[config.mk]
export PLATFORM = sky130hd
export DESIGN_NAME = tsi_switch
export DESIGN_NICKNAME = d
export VERILOG_FILES = /design/src/rtl/tsi_pkg.sv /design/src/rtl/tsi_conn_mem.sv /design/src/rtl/tsi_in_ctrl.sv /design/src/rtl/tsi_out_ctrl.sv /design/src/rtl/tsi_buffer.sv /design/src/rtl/tsi_switch.sv
export SDC_FILE = /design/constraint.sdc
export NUM_CORES = 1
export LEC_CHECK = 0
export BUFFER_PORTS_ARGS = -buffer_cell sky130_fd_sc_hd__buf_4
export CORE_MARGIN = 1
export CORE_UTILIZATION = 60
export CTS_CLUSTER_SIZE = 16
export DETAILED_ROUTE_END_ITERATION = 10
export PLACE_DENSITY = 0.8
export SYNTH_ARGS = -nofsm -noshare
export SYNTH_HDL_FRONTEND = slang
export SYNTH_SLANG_ARGS = --single-unit
[constraint.sdc]
create_clock -name clk -period 8.88 [get_ports clk]
set_input_delay 1.332 -clock clk [delete_from_list [all_inputs] [get_ports clk]]
set_output_delay 1.332 -clock clk [all_outputs]
set_load 0.05 [all_outputs]
[src/rtl/tsi_pkg.sv]
package tsi_pkg;
   localparam int unsigned TSI_SLOTS = 24;
   localparam int unsigned TSI_DW    = 8;

   // word offset of a buffer half
   function automatic int unsigned half_base(logic half, int unsigned slots);
      return half ? slots : 0;
   endfunction
endpackage

[src/rtl/tsi_conn_mem.sv]
module tsi_conn_mem #(
   parameter int unsigned SLOTS = 24,
   localparam int unsigned SW = $clog2(SLOTS),
   localparam int unsigned CW = $clog2(SLOTS + 1)
) (
   input  logic          clk,
   input  logic          rst_n,
   input  logic          cpu_we,
   input  logic [SW-1:0] cpu_addr,
   input  logic [SW-1:0] cpu_data,
   input  logic          load,
   input  logic [SW-1:0] rd_slot,
   input  logic          rd_use_shadow,
   output logic [SW-1:0] map_out
);
   logic [SW-1:0] shadow_q [SLOTS];
   logic [SW-1:0] active_q [SLOTS];
   logic          cpu_ok;

   assign cpu_ok = cpu_we && (CW'(cpu_addr) < CW'(SLOTS)) && (CW'(cpu_data) < CW'(SLOTS));

   for (genvar g = 0; g < SLOTS; g++) begin : g_entry
      always_ff @(posedge clk) begin
         if (!rst_n)                                shadow_q[g] <= SW'(g);
         else if (cpu_ok && cpu_addr == SW'(g))     shadow_q[g] <= cpu_data;
      end
      always_ff @(posedge clk) begin
         if (!rst_n)    active_q[g] <= SW'(g);
         else if (load) active_q[g] <= shadow_q[g];
      end
   end

   assign map_out = rd_use_shadow ? shadow_q[rd_slot] : active_q[rd_slot];

   p_map_range_r6: assert property (@(posedge clk) disable iff (!rst_n)
      (CW'(rd_slot) < CW'(SLOTS)) |-> (CW'(map_out) < CW'(SLOTS)))
      else $error("table entry out of range");
endmodule

[src/rtl/tsi_in_ctrl.sv]
module tsi_in_ctrl #(
   parameter int unsigned SLOTS = 24,
   localparam int unsigned SW = $clog2(SLOTS),
   localparam int unsigned CW = $clog2(SLOTS + 1)
) (
   input  logic          clk,
   input  logic          rst_n,
   input  logic          in_valid,
   input  logic          in_sof,
   output logic          wr_en,
   output logic [SW-1:0] wr_slot,
   output logic          use_shadow,
   output logic          load,
   output logic          wr_half,
   output logic          done
);
   logic [CW-1:0] slot_q;
   logic [CW-1:0] cur;

   assign cur        = in_sof ? '0 : slot_q;
   assign wr_en      = in_valid && (cur < CW'(SLOTS));
   assign wr_slot    = cur[SW-1:0];
   assign use_shadow = in_sof;
   assign load       = in_valid && in_sof;
   assign done       = wr_en && (cur == CW'(SLOTS - 1));

   always_ff @(posedge clk) begin
      if (!rst_n) begin
         slot_q  <= CW'(SLOTS);
         wr_half <= 1'b0;
      end else begin
         if (wr_en) slot_q  <= cur + CW'(1);
         if (done)  wr_half <= ~wr_half;
      end
   end

   p_done_swaps_r4: assert property (@(posedge clk) disable iff (!rst_n)
      done |=> (wr_half != $past(wr_half)))
      else $error("input half did not swap");
endmodule

[src/rtl/tsi_out_ctrl.sv]
module tsi_out_ctrl #(
   parameter int unsigned SLOTS = 24,
   localparam int unsigned AW = $clog2(2 * SLOTS),
   localparam int unsigned CW = $clog2(SLOTS + 1)
) (
   input  logic          clk,
   input  logic          rst_n,
   input  logic          out_rd,
   input  logic          out_sof,
   input  logic          wr_half,
   output logic          rd_en,
   output logic [AW-1:0] rd_addr,
   output logic          busy_nx,
   output logic          half_nx
);
   logic [CW-1:0] slot_q;
   logic [CW-1:0] cur;
   logic          half_q, busy_q, half, last;

   assign cur   = out_sof ? '0 : slot_q;
   assign half  = out_sof ? ~wr_half : half_q;
   assign rd_en = out_rd && (cur < CW'(SLOTS));
   assign last  = rd_en && (cur == CW'(SLOTS - 1));
   assign rd_addr = AW'(tsi_pkg::half_base(half, SLOTS)) + AW'(cur);

   always_comb begin
      busy_nx = busy_q;
      half_nx = half_q;
      if (rd_en && out_sof) begin
         busy_nx = 1'b1;
         half_nx = half;
      end
      if (last) busy_nx = 1'b0;
   end

   always_ff @(posedge clk) begin
      if (!rst_n) begin
         slot_q <= CW'(SLOTS);
         half_q <= 1'b0;
         busy_q <= 1'b0;
      end else begin
         if (rd_en) slot_q <= cur + CW'(1);
         half_q <= half_nx;
         busy_q <= busy_nx;
      end
   end

   p_read_in_range_r3: assert property (@(posedge clk) disable iff (!rst_n)
      rd_en |-> (rd_addr < AW'(2 * SLOTS)))
      else $error("read address out of range");
endmodule

[src/rtl/tsi_buffer.sv]
module tsi_buffer #(
   parameter int unsigned SLOTS = 24,
   parameter int unsigned DW    = 8,
   localparam int unsigned AW = $clog2(2 * SLOTS)
) (
   input  logic          clk,
   input  logic          rst_n,
   input  logic          we,
   input  logic [AW-1:0] waddr,
   input  logic [DW-1:0] wdata,
   input  logic          re,
   input  logic [AW-1:0] raddr,
   output logic          rvalid,
   output logic [DW-1:0] rdata
);
   logic [DW-1:0] mem [2*SLOTS];

   for (genvar g = 0; g < 2 * SLOTS; g++) begin : g_word
      always_ff @(posedge clk) begin
         if (!rst_n)                         mem[g] <= '0;
         else if (we && waddr == AW'(g))     mem[g] <= wdata;
      end
   end

   always_ff @(posedge clk) begin
      if (!rst_n) begin
         rvalid <= 1'b0;
         rdata  <= '0;
      end else begin
         rvalid <= re;
         if (re) rdata <= mem[raddr];
      end
   end

   p_wr_range_r2: assert property (@(posedge clk) disable iff (!rst_n)
      we |-> (waddr < AW'(2 * SLOTS)))
      else $error("write address out of range");

   p_valid_after_read_r3: assert property (@(posedge clk) disable iff (!rst_n)
      re |=> rvalid)
      else $error("read gave no valid");
endmodule

[src/rtl/tsi_switch.sv]
module tsi_switch #(
   parameter int unsigned SLOTS = tsi_pkg::TSI_SLOTS,
   parameter int unsigned DW    = tsi_pkg::TSI_DW,
   localparam int unsigned SW = $clog2(SLOTS),
   localparam int unsigned AW = $clog2(2 * SLOTS)
) (
   input  logic          clk,
   input  logic          rst_n,
   input  logic          in_valid,
   input  logic          in_sof,
   input  logic [DW-1:0] in_data,
   input  logic          out_rd,
   input  logic          out_sof,
   output logic          out_valid,
   output logic [DW-1:0] out_data,
   input  logic          cpu_we,
   input  logic [SW-1:0] cpu_addr,
   input  logic [SW-1:0] cpu_data,
   output logic          frame_err
);
   if (SLOTS < 2) begin : g_bad_slots
      $error("SLOTS must be at least 2");
   end
   if (DW < 1) begin : g_bad_dw
      $error("DW must be at least 1");
   end

   logic          wr_en, use_shadow, load, wr_half, done;
   logic [SW-1:0] wr_slot, map;
   logic          rd_en, busy_nx, half_nx;
   logic [AW-1:0] rd_addr, wr_addr;

   tsi_in_ctrl #(.SLOTS(SLOTS)) u_in (
      .clk(clk), .rst_n(rst_n), .in_valid(in_valid), .in_sof(in_sof),
      .wr_en(wr_en), .wr_slot(wr_slot), .use_shadow(use_shadow),
      .load(load), .wr_half(wr_half), .done(done));

   tsi_conn_mem #(.SLOTS(SLOTS)) u_map (
      .clk(clk), .rst_n(rst_n), .cpu_we(cpu_we), .cpu_addr(cpu_addr),
      .cpu_data(cpu_data), .load(load), .rd_slot(wr_slot),
      .rd_use_shadow(use_shadow), .map_out(map));

   assign wr_addr = AW'(tsi_pkg::half_base(wr_half, SLOTS)) + AW'(map);

   tsi_out_ctrl #(.SLOTS(SLOTS)) u_out (
      .clk(clk), .rst_n(rst_n), .out_rd(out_rd), .out_sof(out_sof),
      .wr_half(wr_half), .rd_en(rd_en), .rd_addr(rd_addr),
      .busy_nx(busy_nx), .half_nx(half_nx));

   tsi_buffer #(.SLOTS(SLOTS), .DW(DW)) u_buf (
      .clk(clk), .rst_n(rst_n), .we(wr_en), .waddr(wr_addr), .wdata(in_data),
      .re(rd_en), .raddr(rd_addr), .rvalid(out_valid), .rdata(out_data));

   // the half input moves to next is ~wr_half; error if output still owns it
   always_ff @(posedge clk) begin
      if (!rst_n) frame_err <= 1'b0;
      else        frame_err <= done && busy_nx && (half_nx != wr_half);
   end

   p_err_pulse_r9: assert property (@(posedge clk) disable iff (!rst_n)
      frame_err |=> !frame_err)
      else $error("error pulse longer than one cycle");
endmodule

# Word level (Yosys, flattened, before mapping)
# Memories as Yosys holds them, arrays and structs flattened. A register that Yosys moved wholly into a read port is not among the register bits.
# Index checks and enable logic that the tools add are counted.
dict set report op_classes {
  magnitude_cmp 4
  n_eq_ne 73
  muxes 325
  addsub 4
  n_bitwise 97
  n_reduce_logical 85
}
# op n
set op_table {}
lappend op_table {{two-way mux 8 bit} 48}
lappend op_table {{two-way mux 5 bit} 53}
lappend op_table {{two-way mux 1 bit} 224}
lappend op_table {{== test 6 x 5 -> 1 bit, second input constant} 16}
lappend op_table {{== test 6 bit, second input constant} 16}
lappend op_table {{OR 1 bit} 96}
lappend op_table {{logical AND 1 bit} 82}
lappend op_table {{== test 5 bit, second input constant} 10}
lappend op_table {{== test 6 x 4 -> 1 bit, second input constant} 8}
lappend op_table {{== test 5 x 4 -> 1 bit, second input constant} 8}
lappend op_table {{== test 6 x 3 -> 1 bit, second input constant} 4}
lappend op_table {{== test 5 x 3 -> 1 bit, second input constant} 4}
lappend op_table {{< comparator 5 bit, second input constant} 4}
lappend op_table {{== test 6 x 2 -> 1 bit, second input constant} 2}
lappend op_table {{adder 5 x 1 -> 5 bit, second input constant} 2}
lappend op_table {{== test 5 x 2 -> 1 bit, second input constant} 2}
lappend op_table {{adder 5 x 5 -> 6 bit} 1}
lappend op_table {{adder 6 x 5 -> 6 bit} 1}
lappend op_table {{== test 6 x 1 -> 1 bit, second input constant} 1}
lappend op_table {{logical NOT 6 bit} 1}
lappend op_table {{== test 5 x 1 -> 1 bit, second input constant} 1}
lappend op_table {{logical NOT 5 bit} 1}
lappend op_table {{logical NOT 1 bit} 1}
lappend op_table {{!= test 1 bit} 1}
lappend op_table {{NOT 1 bit} 1}
dict set report word_totals {
  word_cells 598
  n_memories 3
  regBits 15
  ramBits 624
  output_inout_bits 10
  in_bits 25
}
# name depth width rd rd_ports_with_merged_regs wr line
set mem_list {}
lappend mem_list {u_buf.mem 48 8 1 1 48 tsi_buffer.sv:16} ;# logic [DW-1:0] mem [2*SLOTS];
lappend mem_list {u_map.active_q 24 5 1 0 24 tsi_conn_mem.sv:17} ;# logic [SW-1:0] active_q [SLOTS];
lappend mem_list {u_map.shadow_q 24 5 25 0 24 tsi_conn_mem.sv:16} ;# logic [SW-1:0] shadow_q [SLOTS];

# Logic depth before layout (Yosys ltp)
# Gate-level depths: netlist of the first run.
# An unclocked memory read counts as a cell.
dict set report logic_depth {
  word_depth 10
  mapped_depth 19
  ltp_nobuf 12
}

# Modules after synthesis
# From an unflattened synthesis of the first run, not the netlist that was laid out.
dict set report unflattened {
  hier_cells 2199
  hier_area_um2 30493.0
}
# module cells_per_inst n_inst area_per_inst_um2 seq_area_each_um2
set by_module_without_submodules {}
lappend by_module_without_submodules {tsi_buffer 1258 1 18286.3 11711.2}
lappend by_module_without_submodules {tsi_conn_mem 842 1 11305.8 7206.9}
lappend by_module_without_submodules {tsi_out_ctrl 49 1 447.9 140.1}
lappend by_module_without_submodules {tsi_in_ctrl 39 1 364.1 120.1}
lappend by_module_without_submodules {tsi_switch 11 1 88.8 20.0}

# Worst setup path before layout of the first run
# No wires, ideal clock.
dict set report synth_timing {
  kind {input to register}
  from {input port in_sof}
  to {memory u_buf.mem[36][0] (enable)}
  arrival_time_ps 5286
  required_time_ps 8493
  setup_slack_ps 3208
  setup_ps 387
  path_buffers 3
  stages 14
  cell_sequence {nand2b_1 > buf_4 > inv_1 > buf_2 > mux4_2 > mux2i_1 > a21oi_1 > a22o_1 > ha_1 > fa_1 > nor3b_4 > nand4_4 > buf_2 > o31ai_1}
}
# element line
set synth_lines {}
lappend synth_lines {{start, declared} tsi_switch.sv:10} ;# input logic in_sof,
lappend synth_lines {{end, declared} tsi_buffer.sv:16}

==> impl_metrics.yaml, run 1 <==
grt:
  grt_overflow_total: 0
  track_usage_pct: 33.3
  antenna_found_initial: 1
  grt_pass1_wl_um: 122000
  grt_max_degree: 121
  grt_pass1_vias: 19900
place:
  io_buffers: 34
  dpl_cell_area_um2: 30300
  place_inst: 2903
  dp_hpwl_um: 53600
  gp_congestion: 0.998
cells_and_area:
  synthToLayoutAreaGrowth_pct: 9.01
  drive_gt1_share_pct: 11.5
  fillerInstances: 3493
  num-nets-final: 2340
  fin_cells: 3025
  fin_area_um2: 32600
yosys:
  synthCells: 2396
  yosysSeqAreaShare_pct: 64.2
  synth_cell_types: 80
  yosys_warnings: 0
  ys_ff_latch: 647
  synth-edff-count: 624
  synthFlopType: "edfxtp_1"
  syn_nets: 2428
  synth_area_per_cell_um2: 12.5
  syn_area_um2: 29900
  synthArstFlopShare_pct: 0
worst_setup_path:
  crit_family: "simple AND/OR/NAND/NOR gates"
  critPathLaunchType: "input port"
  critPathCaptureType: "flip-flop"
  crit_type: "in2reg"
  crit_chain: "buf_4, nand2b_1, inv_1, mux4_2, mux2i_1, a21oi_1, a22o_1, ha_1, fa_1, nor3b_4, nand4_4, o31ai_1"
  worstPathArrival_ns: 7.17
  critical_path_buf_inv_count: 2
  cp_max_fo: 57
  slowest_delay_ns: 1.21
  crit_path_top_delay_cell: "o31ai_1"
  r2r_slack_ns: 2.08
  cp.required_ns: 9.11
clocking:
  htree_levels: 3
  clkTransAtPathRegs_ns: 0.06
  root_buffer: "clkbuf_16"
  cts_made_buffers: 67
  cts_hold_buf: 0
  insertion_delay_ns: 0.62
  cts_setup_buffers: 0
  post_cts_resized: 0
  clk_path_buf_depth: 3
  clock-sinks: 647
  cts_tree: "built"
pwr:
  switching_share_pct: 23.9
  clock_power_share_pct: 41.2
  p_int_w: 0.00544
  power_density_nw_per_um2: 219
  seqPwrFrac_pct: 49.5
  leakagePower_nw: 10.5
  peakVddDrop_mv: 0.180
  netSwitchingPower_w: 0.00171
  combPwrFrac_pct: 9.3
floorplanning:
  die_y_um: 225
  io_pins: 35
  dieArea_um2: 50700
  initial_core_util_pct: 61.0
  num_rows: 81
  dieWidth_um: 225
  core_um2: 49100
sta:
  slew_viol_final: 0
  hold_viol_final: 0
  setup_viol: 0
  fmax_ghz: 0.144
  setup_tns_ns: 0
  tightest_slew_ns: 1.31
  slew_headroom_pct: 11.6
  rsz0062_at_grt: "no"
  period_share_pct: 78.2
  period_needed_ns: 6.94
  finalClockSkew_ns: 0.0172
detailed_routing:
  vias: 20700
  wl_met2_um: 38500
  ant_nets: 0
  viasPerCell: 6.84
  drt-total-wl_um: 83000
  highest_layer: "met4"
  firstDrtPassIters: 6
  routedWlPerCell_um: 27.4
  drc: 0
  drt-met1-wl_um: 28700
  wl_met3_um: 9800
  drt_iter0_drc: 3132
worst_hold_path:
  hp-class: "reg2reg"
run_status:
  status: "complete, no violations"
job:
  max_cap_violations: 0
## cells by family after synthesis
logic type,Yosys count,share of synthesized area (%)
and+or+nand+nor,944,16.3
xor gates and xnor gates,2,0.0586
adders and majority gates,7,0.343
muxes,127,5.18
buffers and inverters,249,3.63
DFF,647,64.2
AOI/OAI and AO/OA,420,10.3
## cell usage after synthesis, types with 10 or more instances
cell | count | share of area [%]
mux4_2 | 20 | 1.5
o21a_1 | 13 | 0.33
buf_2 | 51 | 0.85
o211ai_1 | 19 | 0.48
nand3_1 | 34 | 0.57
or3_1 | 43 | 0.90
o22a_1 | 12 | 0.35
nand2b_1 | 71 | 1.5
nor3_1 | 149 | 2.5
a221oi_1 | 28 | 0.82
nor3b_1 | 10 | 0.25
clkbuf_1 | 137 | 1.7
inv_1 | 20 | 0.25
a211oi_1 | 11 | 0.28
dfxtp_1 | 23 | 1.5
o22ai_1 | 20 | 0.42
nand2_1 | 110 | 1.4
edfxtp_1 | 624 | 63
mux2_2 | 21 | 0.79
o21ai_0 | 68 | 1.1
buf_1 | 21 | 0.26
nor2b_1 | 16 | 0.33
o221ai_1 | 57 | 1.7
and2_1 | 130 | 2.7
o31ai_1 | 50 | 1.3
a21oi_1 | 57 | 0.95
nor4_1 | 10 | 0.21
a22oi_1 | 23 | 0.58
mux2i_1 | 86 | 2.9
and3_1 | 23 | 0.48
nand3_2 | 31 | 1.0
nor2_1 | 293 | 3.7
## per-layer routing
layer,up-vias,GRT usage [%]
met5,-,0
met4,0,21.0
met3,389,7.72
met2,1519,52.5
met1,9947,41.8
li1,8849,-
## sequential cells by signal, indices dropped and copies added, names as in the netlist
name	flops
u_out.slot_q	5
u_buf.mem	384
u_buf.rvalid	1
u_map.active_q	120
u_out.half_q	1
u_map.shadow_q	120
u_out.busy_q	1
u_buf.rdata	8
frame_err	1
u_in.slot_q	5
u_in.wr_half	1
## layout by cell type (no fill, tap or decap), types with 7 or more instances in the layout
master / count
a31oi_1: 7
mux2_2: 21
edfxtp_1: 624
clkbuf_1: 11
nor2_1: 292
dfxtp_1: 19
nand2_1: 108
and3_1: 22
clkinv_2: 10
clkbuf_16: 73
inv_1: 20
buf_4: 66
o22a_1: 12
a221oi_1: 28
or3_1: 43
nand3_1: 34
mux4_2: 20
nor2b_1: 15
a211oi_1: 11
nand4_1: 9
and2_1: 130
o21a_1: 13
o211ai_1: 19
bufinv_16: 10
o221ai_1: 57
o21ai_0: 68
o22ai_1: 20
clkinv_1: 18
nor3b_1: 9
a22oi_1: 23
nor3_1: 148
a21oi_1: 57
nor4_1: 10
o31ai_1: 50
nand3_2: 31
nand2b_1: 70
mux2i_1: 86
## final cells by class
| cell class | count | area (um^2) | share of cell area [%] |
|---|---|---|---|
| tap | 664 | 831 | 2.55 |
| clock buffer | 84 | 1870 | 5.73 |
| inverter | 26 | 97.6 | 0.299 |
| sequential | 647 | 19200 | 58.9 |
| timing repair buffer | 66 | 495 | 1.52 |
| clock inverter | 37 | 430 | 1.32 |
| antenna | 1 | 2.50 | 0.00768 |
| multi-input combinational | 1500 | 9660 | 29.6 |
## power groups by stage
| stage | Sequential, W | Combinational (W) | Clock, W |
|---|---|---|---|
| 2_1_floorplan | 0.00359 | 0.000416 | 0 |
| 3_3_place_gp | 0.00360 | 0.000619 | 0 |
| 3_5_place_dp | 0.00360 | 0.000636 | 0 |
| 4_1_cts | 0.00354 | 0.000640 | 0.00295 |
| 5_1_grt | 0.00355 | 0.000687 | 0.00307 |
| 6_report | 0.00354 | 0.000665 | 0.00294 |
## final timing paths
check,start,to,cells after the start
worst max-delay path,in_sof,u_buf.mem[44][7],12
worst min-delay path,u_map.shadow_q[14][1],u_map.active_q[14][1],1
worst max register to register,u_in.slot_q[0],u_buf.mem[44][7],12
worst min register to register,u_map.shadow_q[14][1],u_map.active_q[14][1],1
## through the flow
stage          total power [W]  hold slack, ns  utilization [%]  setup slack [ns]
6_report               0.00715           0.497             66.4              1.94
3_3_place_gp           0.00422           0.479             61.8              1.66
3_5_place_dp           0.00424           0.483             61.8              1.43
4_1_cts                0.00713           0.496             66.4              2.03
2_1_floorplan          0.00401           0.477                -              3.21
5_1_grt                0.00730           0.505             66.4              1.55
Power figures use the tool's default switching activity.
==> run 2: changes to the inputs <==
--- a/config.mk
+++ b/config.mk
@@ -5,6 +5,7 @@
 export SDC_FILE = /design/constraint.sdc
 export NUM_CORES = 1
 export LEC_CHECK = 0
+export ABC_AREA = 1
 export BUFFER_PORTS_ARGS = -buffer_cell sky130_fd_sc_hd__buf_4
 export CORE_MARGIN = 1
 export CORE_UTILIZATION = 60
==> constraint.sdc (replaced) <==
create_clock -name clk -period 7 [get_ports clk]
set_input_delay 1.05 -clock clk [delete_from_list [all_inputs] [get_ports clk]]
set_output_delay 1.05 -clock clk [all_outputs]
set_load 0.05 [all_outputs]
==> impl_metrics.yaml, run 2 <==
detailed_routing:
  ant_nets: 0
  drt_iter0_drc: 3036
  drt-total-wl_um: 75800
  viasPerCell: 6.24
  routedWlPerCell_um: 21.9
  firstDrtPassIters: 8
  drc: 0
  vias: 21600
yosys:
  synthFlopType: "edfxtp_1"
  synth_top_area_cell: "edfxtp_1"
  synth_area_per_cell_um2: 10.2
  synthTopCellsByArea: "edfxtp_1 (64%), nor2_1 (11%), o21ai_0 (4.1%), nand2_1 (3.9%), inv_1 (2.5%)"
  yosys_warnings: 0
  ys_ff_latch: 647
  synthCells: 2848
  netlist.area_leader.share_pct: 64.2
  syn_nets: 2880
  synth.most_common_cell: "nor2_1"
  yosysSeqAreaShare_pct: 65.8
  synth-edff-count: 624
  synthArstFlopShare_pct: 0
  synth_cell_types: 35
  synth_common_cells: "nor2_1 (824), edfxtp_1 (624), nand2_1 (303)"
  syn_area_um2: 29200
floorplanning:
  num_rows: 80
  die_y_um: 222
  core_um2: 47800
  dieArea_um2: 49500
  dieWidth_um: 222
  io_pins: 35
  initial_core_util_pct: 61.0
sta:
  slew_headroom_pct: 14.5
  rsz0062_at_grt: "no"
  finalClockSkew_ns: 0.0362
  period_share_pct: 73.5
  setup_viol: 0
  period_needed_ns: 5.14
  setup_tns_ns: 0
  slew_viol_final: 0
  tightest_slew_ns: 1.27
  fmax_ghz: 0.194
  hold_viol_final: 0
cells_and_area:
  mostFrequentLayoutCells: "nor2_1 (821), edfxtp_1 (624), nand2_1 (301)"
  drive_gt1_share_pct: 10.2
  synthToLayoutAreaGrowth_pct: 9.78
  layout_commonest_cell: "nor2_1"
  fin_area_um2: 32000
  largest_register: "u_buf.mem"
  num-nets-final: 2829
  antenna_cells: 0
  largest_register_ffs: 384
  top_regs: "u_buf.mem: 384 flops, u_map.active_q: 120 flops, u_map.shadow_q: 120 flops"
worst_setup_path:
  crit_end: "u_buf.mem[36][5]"
  critPathLaunchType: "input port"
  r2r_start: "u_in.slot_q[0]"
  worstPathArrival_ns: 5.37
  cp_max_fo: 33
  crit_type: "in2reg"
  worst-r2r-cell-count: 16
  r2r_slack_ns: 1.97
  cp.required_ns: 7.23
  r2r-end: "u_buf.mem[38][1]"
  critPathCaptureType: "flip-flop"
  setup.worst_path.start: "in_sof"
pwr:
  power_density_nw_per_um2: 279
  seqPwrFrac_pct: 50.2
  combPwrFrac_pct: 9.1
  peakVddDrop_mv: 0.199
  leakagePower_nw: 12.2
  switching_share_pct: 24.2
  clock_power_share_pct: 40.7
  netSwitchingPower_w: 0.00216
  p_int_w: 0.00676
clocking:
  cts_made_buffers: 66
  clk_path_buf_depth: 3
  cts_tree: "built"
  post_cts_resized: 0
  htree_levels: 3
  clock-sinks: 647
  cts_setup_buffers: 0
  insertion_delay_ns: 0.61
  clkTransAtPathRegs_ns: 0.06
  cts_hold_buf: 0
  root_buffer: "clkbuf_16"
place:
  dpl_cell_area_um2: 29800
  dp_hpwl_um: 45900
  io_buffers: 34
  gp_congestion: 0.913
job:
  max_cap_violations: 0
grt:
  grt_pass1_vias: 20900
  grt_max_degree: 115
  track_usage_pct: 30.8
  antenna_found_initial: 0
  grt_overflow_total: 0
  grt_pass1_wl_um: 116000
run_status:
  status: "complete, no violations"
worst_hold_path:
  hp-class: "reg2reg"
  hold_start: "u_out.slot_q[2]"
==> run 2: changes by cell type in the layout (fill, tap and decap cells not counted), sizes merged, moves of 55 or more <==
cell,before,now
nor2,293,831
nand2,113,307
inv,23,199
o21ai,71,244
nor3,149,18
and2,130,0
mux2i,86,0
nand2b,71,0
nand3,65,130
o31ai,55,0
==> run 2: power groups by stage <==
stage / clock, W / sequential, W / combinational (W)
2_1_floorplan: 0 / 0.00455 / 0.000497
3_3_place_gp: 0 / 0.00455 / 0.000763
3_5_place_dp: 0 / 0.00456 / 0.000782
4_1_cts: 0.00365 / 0.00448 / 0.000787
5_1_grt: 0.00380 / 0.00449 / 0.000858
6_report: 0.00363 / 0.00448 / 0.000812
==> run 2: how the worst min path moves through the flow <==
stage	to	slack (ns)	cells after the start
CTS	u_out.slot_q[2]	0.48	2
finish	u_out.slot_q[2]	0.48	2
detailed placement	u_out.slot_q[2]	0.47	2
floorplan	u_out.slot_q[1]	0.45	2
global route	u_map.active_q[3][1]	0.51	1
global placement	u_out.slot_q[2]	0.47	2
==> run 2: critical path, stage by stage <==
cell,delay [ns]
buf_4,0.14
inv_2,0.14
nand2_1,0.61
buf_4,0.47
nand2_1,0.09
a32oi_1,0.24
nand2_1,0.08
nand3_1,0.10
a21oi_1,0.10
o22ai_1,0.33
ha_1,0.35
inv_1,0.10
nand3_1,0.20
nor2_2,0.32
inv_1,0.14
o21ai_0,0.91
==> run 2: final cells by class <==
cell class / instances / area (um^2)
clock buffers: 86 / 1880
clock inverters: 31 / 348
fillers: 3458 / 15800
inverters: 198 / 746
multi-input cells: 1807 / 8490
flip-flops and latches: 647 / 19200
well taps: 615 / 769
repair buffers: 77 / 591
==> run 2: cell families (layout without fill, tap and decap cells) <==
logic type,Yosys count,in the layout,synth area share [%]
DFF,647,647,65.8
buffers and inverters,394,392,5.22
adders and majority gates,7,7,0.352
and+or+nand+nor,1385,1385,20.2
AOI/OAI and AO/OA,415,415,8.44
==> run 2: per-layer routing <==
layer,global-route usage (%),share of wire [%],vias to the layer above
li1,-,-,9619
met1,38.2,35,10300
met2,50.2,48,1413
met3,6.84,11,283
met4,17.1,5.5,0
met5,0,0,-
==> run 2: metrics by stage <==
step	utilization [%]	cells	hold slack [ns]	power (W)	setup slack (ns)
floorplan	-	2848	0.445	0.00505	1.91
global placement	62.3	3344	0.467	0.00531	1.57
detailed placement	62.3	3344	0.473	0.00534	1.36
CTS	66.9	3461	0.481	0.00891	1.99
global route	66.9	3461	0.508	0.00915	1.61
finish	66.9	3461	0.478	0.00893	1.86
